File: config.mk
export PLATFORM = sky130hd
export DESIGN_NAME = lit_alu
export DESIGN_NICKNAME = d
export VERILOG_FILES = /design/src/rtl/lit_alu_pkg.sv /design/src/rtl/lit_alu_ctrl.sv /design/src/rtl/lit_alu_dp.sv /design/src/rtl/lit_alu.sv
export SDC_FILE = /design/constraint.sdc
export NUM_CORES = 1
export LEC_CHECK = 0
export ABC_AREA = 1
export BUFFER_PORTS_ARGS = -buffer_cell sky130_fd_sc_hd__clkbuf_2
export CAP_MARGIN = 10
export CORE_AREA = 2 2 104 106
export CTS_CLUSTER_DIAMETER = 150
export DETAILED_ROUTE_END_ITERATION = 8
export DIE_AREA = 0 0 106 108
export PLACE_DENSITY = 0.65
export SYNTH_ARGS = -nofsm -noshare
export SYNTH_HDL_FRONTEND = slang
export SYNTH_SLANG_ARGS = --single-unit
File: constraint.sdc
create_clock -name clk -period 6.3 [get_ports clk]
set_clock_uncertainty 0.15 [all_clocks]
set_input_delay 1.26 -clock clk [delete_from_list [all_inputs] [get_ports clk]]
set_output_delay 1.26 -clock clk [all_outputs]
set_load 0.03 [all_outputs]
File: src/rtl/lit_alu_pkg.sv
package lit_alu_pkg;

  localparam logic [7:0] OPC_LOAD = 8'hB0;
  localparam logic [7:0] OPC_ADD  = 8'hB1;
  localparam logic [7:0] OPC_SUB  = 8'hB2;
  localparam logic [7:0] OPC_OR   = 8'hB3;
  localparam logic [7:0] OPC_XOR  = 8'hB4;
  localparam logic [7:0] OPC_AND  = 8'hB5;
  localparam logic [7:0] OPC_MUL  = 8'hBC;

  typedef enum logic [2:0] {
    SEL_PASS,
    SEL_ARITH,
    SEL_AND,
    SEL_OR,
    SEL_XOR
  } aluSel_e;

  typedef struct packed {
    aluSel_e sel;
    logic    subMode;
    logic    wrW;
    logic    wrArith;
    logic    wrZero;
    logic    wrProd;
  } aluCtl_t;

endpackage

File: src/rtl/lit_alu_ctrl.sv
module lit_alu_ctrl
  import lit_alu_pkg::*;
#(
  parameter int HI_W = 8
) (
  input  logic            opValid,
  input  logic [HI_W-1:0] opHigh,
  output aluCtl_t         ctl
);

  always_comb begin
    ctl = '{sel: SEL_PASS, subMode: 1'b0, wrW: 1'b0, wrArith: 1'b0,
            wrZero: 1'b0, wrProd: 1'b0};
    if (opValid) begin
      unique case (opHigh)
        HI_W'(OPC_LOAD): begin
          ctl.sel = SEL_PASS;
          ctl.wrW = 1'b1;
        end
        HI_W'(OPC_ADD): begin
          ctl.sel     = SEL_ARITH;
          ctl.wrW     = 1'b1;
          ctl.wrArith = 1'b1;
          ctl.wrZero  = 1'b1;
        end
        HI_W'(OPC_SUB): begin
          ctl.sel     = SEL_ARITH;
          ctl.subMode = 1'b1;
          ctl.wrW     = 1'b1;
          ctl.wrArith = 1'b1;
          ctl.wrZero  = 1'b1;
        end
        HI_W'(OPC_AND): begin
          ctl.sel    = SEL_AND;
          ctl.wrW    = 1'b1;
          ctl.wrZero = 1'b1;
        end
        HI_W'(OPC_OR): begin
          ctl.sel    = SEL_OR;
          ctl.wrW    = 1'b1;
          ctl.wrZero = 1'b1;
        end
        HI_W'(OPC_XOR): begin
          ctl.sel    = SEL_XOR;
          ctl.wrW    = 1'b1;
          ctl.wrZero = 1'b1;
        end
        HI_W'(OPC_MUL): begin
          ctl.wrProd = 1'b1;
        end
        default: ;
      endcase
    end
  end

endmodule

File: src/rtl/lit_alu_dp.sv
module lit_alu_dp
  import lit_alu_pkg::*;
#(
  parameter int DATA_W = 8,
  parameter int NIB_W  = 4
) (
  input  logic                clk,
  input  logic                rstN,
  input  aluCtl_t             ctl,
  input  logic [DATA_W-1:0]   lit,
  output logic [DATA_W-1:0]   wreg,
  output logic                flagOv,
  output logic                flagC,
  output logic                flagDc,
  output logic                flagZ,
  output logic [2*DATA_W-1:0] product
);

  localparam int MSB    = DATA_W - 1;
  localparam int PROD_W = 2 * DATA_W;

  logic [DATA_W-1:0] wReg;
  logic [DATA_W-1:0] opB;
  logic [DATA_W:0]   fullSum;
  logic [NIB_W:0]    nibSum;
  logic [DATA_W-1:0] resVal;
  logic              ovNext;
  logic [PROD_W-1:0] prodNext;

  // subtraction is literal + ~W + 1, so carry out means "no borrow"
  assign opB     = ctl.subMode ? ~wReg : wReg;
  assign fullSum = {1'b0, lit} + {1'b0, opB} + (DATA_W+1)'(ctl.subMode);
  assign nibSum  = {1'b0, lit[NIB_W-1:0]} + {1'b0, opB[NIB_W-1:0]}
                 + (NIB_W+1)'(ctl.subMode);
  assign ovNext  = (lit[MSB] == opB[MSB]) && (fullSum[MSB] != lit[MSB]);
  assign prodNext = PROD_W'(lit) * PROD_W'(wReg);

  always_comb begin
    unique case (ctl.sel)
      SEL_ARITH: resVal = fullSum[DATA_W-1:0];
      SEL_AND:   resVal = lit & wReg;
      SEL_OR:    resVal = lit | wReg;
      SEL_XOR:   resVal = lit ^ wReg;
      default:   resVal = lit;
    endcase
  end

  always_ff @(posedge clk) begin
    if (!rstN) begin
      wReg    <= '0;
      flagOv  <= 1'b0;
      flagC   <= 1'b0;
      flagDc  <= 1'b0;
      flagZ   <= 1'b0;
      product <= '0;
    end else begin
      if (ctl.wrW)    wReg <= resVal;
      if (ctl.wrZero) flagZ <= (resVal == '0);
      if (ctl.wrArith) begin
        flagOv <= ovNext;
        flagC  <= fullSum[DATA_W];
        flagDc <= nibSum[NIB_W];
      end
      if (ctl.wrProd) product <= prodNext;
    end
  end

  assign wreg = wReg;

endmodule

File: src/rtl/lit_alu.sv
module lit_alu
  import lit_alu_pkg::*;
#(
  parameter int DATA_W = 8,
  parameter int NIB_W  = 4
) (
  input  logic                clk,
  input  logic                rstN,
  input  logic                opValid,
  input  logic [2*DATA_W-1:0] opcode,
  output logic [DATA_W-1:0]   wreg,
  output logic                flagOv,
  output logic                flagC,
  output logic                flagDc,
  output logic                flagZ,
  output logic [2*DATA_W-1:0] product
);

  localparam int OP_W = 2 * DATA_W;

  aluCtl_t ctl;

  lit_alu_ctrl #(.HI_W(DATA_W)) u_ctrl (
    .opValid (opValid),
    .opHigh  (opcode[OP_W-1:DATA_W]),
    .ctl     (ctl)
  );

  lit_alu_dp #(.DATA_W(DATA_W), .NIB_W(NIB_W)) u_dp (
    .clk     (clk),
    .rstN    (rstN),
    .ctl     (ctl),
    .lit     (opcode[DATA_W-1:0]),
    .wreg    (wreg),
    .flagOv  (flagOv),
    .flagC   (flagC),
    .flagDc  (flagDc),
    .flagZ   (flagZ),
    .product (product)
  );

endmodule

==> metrics <==
status complete, no violations; post-synth top area share 0.1674; Peak VDD IR 59.55 uV; initial antenna violation count 0; setup violators final 0; Final Max Slew Viols 0; # IOs 47; Hold WC Path Type flop to flop; critical-path cell list clkbuf_2 > nand2_1 > fa_1 > fa_1 > inv_1 > fa_1 > inv_1 > fa_1 > inv_1 > ha_1 > inv_1 > nor3_1 > a21oi_1 > o21ai_0 > a21oi_1 > o21bai_1 > o21ai_0 > o21bai_1 > inv_1; Die W 106 microns; Vias 3850; first-pass GRT wire length 17.90 mm; Worst-path clk slew 0.11 ns; Die H 108 microns; Slew HR 0.4486; Synth Warn # 0; final setup margin 0.9649 ns; post-route antenna net violation count 0; Mapped Cells 624; # rows 37; antenna diode count 0; P_leak 2.870 nW; share of flip-flops with an asynchronous set or reset 0; unrepaired setup endpoints after global routing false; CTS Sinks 28; Main synth FF type dfxtp_1; WL per Instance 12.56 microns; share of cells above drive strength 1 0.1382; Finished Layout Cells 787; Netlist Area Pre-Place 4424 sq um; CTS tree built; FF+latch count, synth 28; placed insts 783; synth top area cells fa_1, ha_1, inv_1; Fin Setup TNS 0 ns; Die ar. 11450 sq um; CP max stage cell fa_1; Routed WL 9.885 mm; worst hold slack 0.3240 ns; Max Cap Violations 0; drt drc 0; Worst Setup End Kind flop; GRT Residual Overflow 0; EDFF count, synth 0; Avg Cell Area, Syn 7.090 sq um; crit path time final 5.335 ns; Port Buf Inserts 46; R2R cell count 17; Req. time, crit path 6.35 ns; PostCTS Resize Cnt 0; worst r2r dst u_dp.product[14]$_SDFFE_PN0P_; Core ar. 10230 sq um; Iteration-0 DRC Markers 223; Post-synth top cells inv_1, nand2_1, ha_1, fa_1, o21ai_0; Max Buffers Root-to-Sink 2; Root Driver clkbuf_8; worst hold endpoint u_dp.flagOv$_SDFFE_PN0P_; Pwr per Cell Area 85.07 nW/um^2; R2R setup slack 1.50 ns; Mapped Nets 739; WHS Path Cells 2; Nets 767; CTS Buf Count 3; critical path type input port to flop; most common cell in the netlist inv_1; post-synth cell types 40; CP peak stage delay 0.54 ns; Hold Violations, Final 0; largest fanout on the critical path 10; CTS Hold Buffers Added 0; detailed placer's ending HPWL 8.170 mm; RR Startpoint u_dp.wreg[4]$_SDFFE_PN0P_; setup bufs post-CTS 0; Initial Util 0.4324; length of the first detailed-routing pass in iterations 5; vias in the first global route 3968; actual transition at the worst max-transition pin 0.8227 ns; CP arrival 5.39 ns; vias per cell 4.892; gpl congestion 0.8651; worst path buffer plus inverter count 6; synth-to-layout area growth 8.399%; CP delay by family, top adder cells; Seq/Total Area, Yosys 0.1267; Yosys top cell by area fa_1; CP Launch Type input port; clk_lat worst skew 0.29 ns; fmax 187.4 MHz; total power 0.4080 mW; pin count of the biggest net entering global routing 27; final period utilization 0.8468; most used cell, CP inv_1; Tot GR Track Use 0.1928; Post-Place Setup Slack 0.6437 ns; min-delay src u_dp.flagOv$_SDFFE_PN0P_; H-tree levels 1
-- metrics by stage --
stage	util	cell area, sq um
after global placement	0.4618	4725
after floorplan	-	4424
final	0.4688	4796
after CTS	0.4688	4796
after detailed placement	0.4618	4725
after global routing	0.4688	4796
-- worst min-delay path: cells and delay by family (launching register included) --
kind               cells  cell delay [ns]
DFF                    1             0.32
and+or+nand+nor        1             0.06
AOI/OAI and AO/OA      1             0.06
-- power by group --
part / internal, mW / total (mW) / leakage (nW) / switching, mW
Combinational: 0.0243 / 0.0756 / 2.61 / 0.0513
Clock: 0.0854 / 0.152 / 0.0357 / 0.0669
Sequential: 0.178 / 0.180 / 0.226 / 0.00228
Total: 0.288 / 0.408 / 2.87 / 0.120
-- cell families (layout without fill, tap and decap cells) --
kind of cell,count (synthesis),in the layout,share of synthesized area
adder cells (fa/ha/maj),96,96,0.3343
XOR/XNOR,18,18,0.03563
flip-flops,28,28,0.1267
AO/OA/AOI/OAI,85,85,0.1131
AND/OR/NAND/NOR,211,211,0.2279
buffers and inverters,186,213,0.1623
-- cell usage in the layout, fill, tap and decap left out, types with 2 or more instances in the layout --
| master | instances |
|---|---|
| inv_1 | 153 |
| nand2_1 | 126 |
| ha_1 | 59 |
| clkbuf_2 | 46 |
| fa_1 | 37 |
| o21ai_0 | 31 |
| nor2_1 | 28 |
| dfxtp_1 | 28 |
| a21oi_1 | 26 |
| nand3_1 | 19 |
| xor2_1 | 14 |
| inv_2 | 8 |
| nand4_1 | 8 |
| nand2_2 | 7 |
| o21bai_1 | 6 |
| o211ai_1 | 5 |
| o21a_1 | 5 |
| nor2_2 | 4 |
| xnor2_1 | 4 |
| nor2_4 | 3 |
| nor3_1 | 3 |
| nand3_2 | 3 |
| a31oi_1 | 3 |
| nor3_2 | 3 |
| o21ai_1 | 3 |
| clkbuf_8 | 3 |
| nand2_4 | 2 |
| nand2_8 | 2 |
-- layer usage --
layer,routed length [microns],track usage,share of wire
met2,4790,0.3369,0.48
met5,0,0,0
met4,211,0.07049,0.021
met3,405,0.01748,0.041
met1,4477,0.2496,0.45
-- worst max-delay path by stage --
stage	from	endpoint	slack, ns	cells after the start
after floorplan	opcode[1]	u_dp.product[14]$_SDFFE_PN0P_	0.93	19
after global placement	opcode[1]	u_dp.product[14]$_SDFFE_PN0P_	0.72	19
after detailed placement	opcode[4]	u_dp.product[14]$_SDFFE_PN0P_	0.64	18
after CTS	opcode[1]	u_dp.product[14]$_SDFFE_PN0P_	0.95	19
after global routing	opcode[1]	u_dp.product[14]$_SDFFE_PN0P_	0.53	19
final	opcode[1]	u_dp.product[14]$_SDFFE_PN0P_	0.96	19
-- final cells by class --
type | instances | area (sq um)
Clock buffer | 3 | 41.29
Fill cell | 1034 | 5435
Clock inverter | 1 | 30.03
Inverter | 162 | 610.6
Sequential cell | 28 | 560.5
Multi-Input combinational cell | 410 | 3146
Tap cell | 136 | 170.2
Timing Repair Buffer | 47 | 237.7
-- sequential cells by signal, indices dropped and copies added (netlist names) --
name and cells:
u_dp.flagC 1, u_dp.flagDc 1, u_dp.flagOv 1, u_dp.flagZ 1
u_dp.product 16, u_dp.wreg 8
Power figures use the tool's default switching activity.
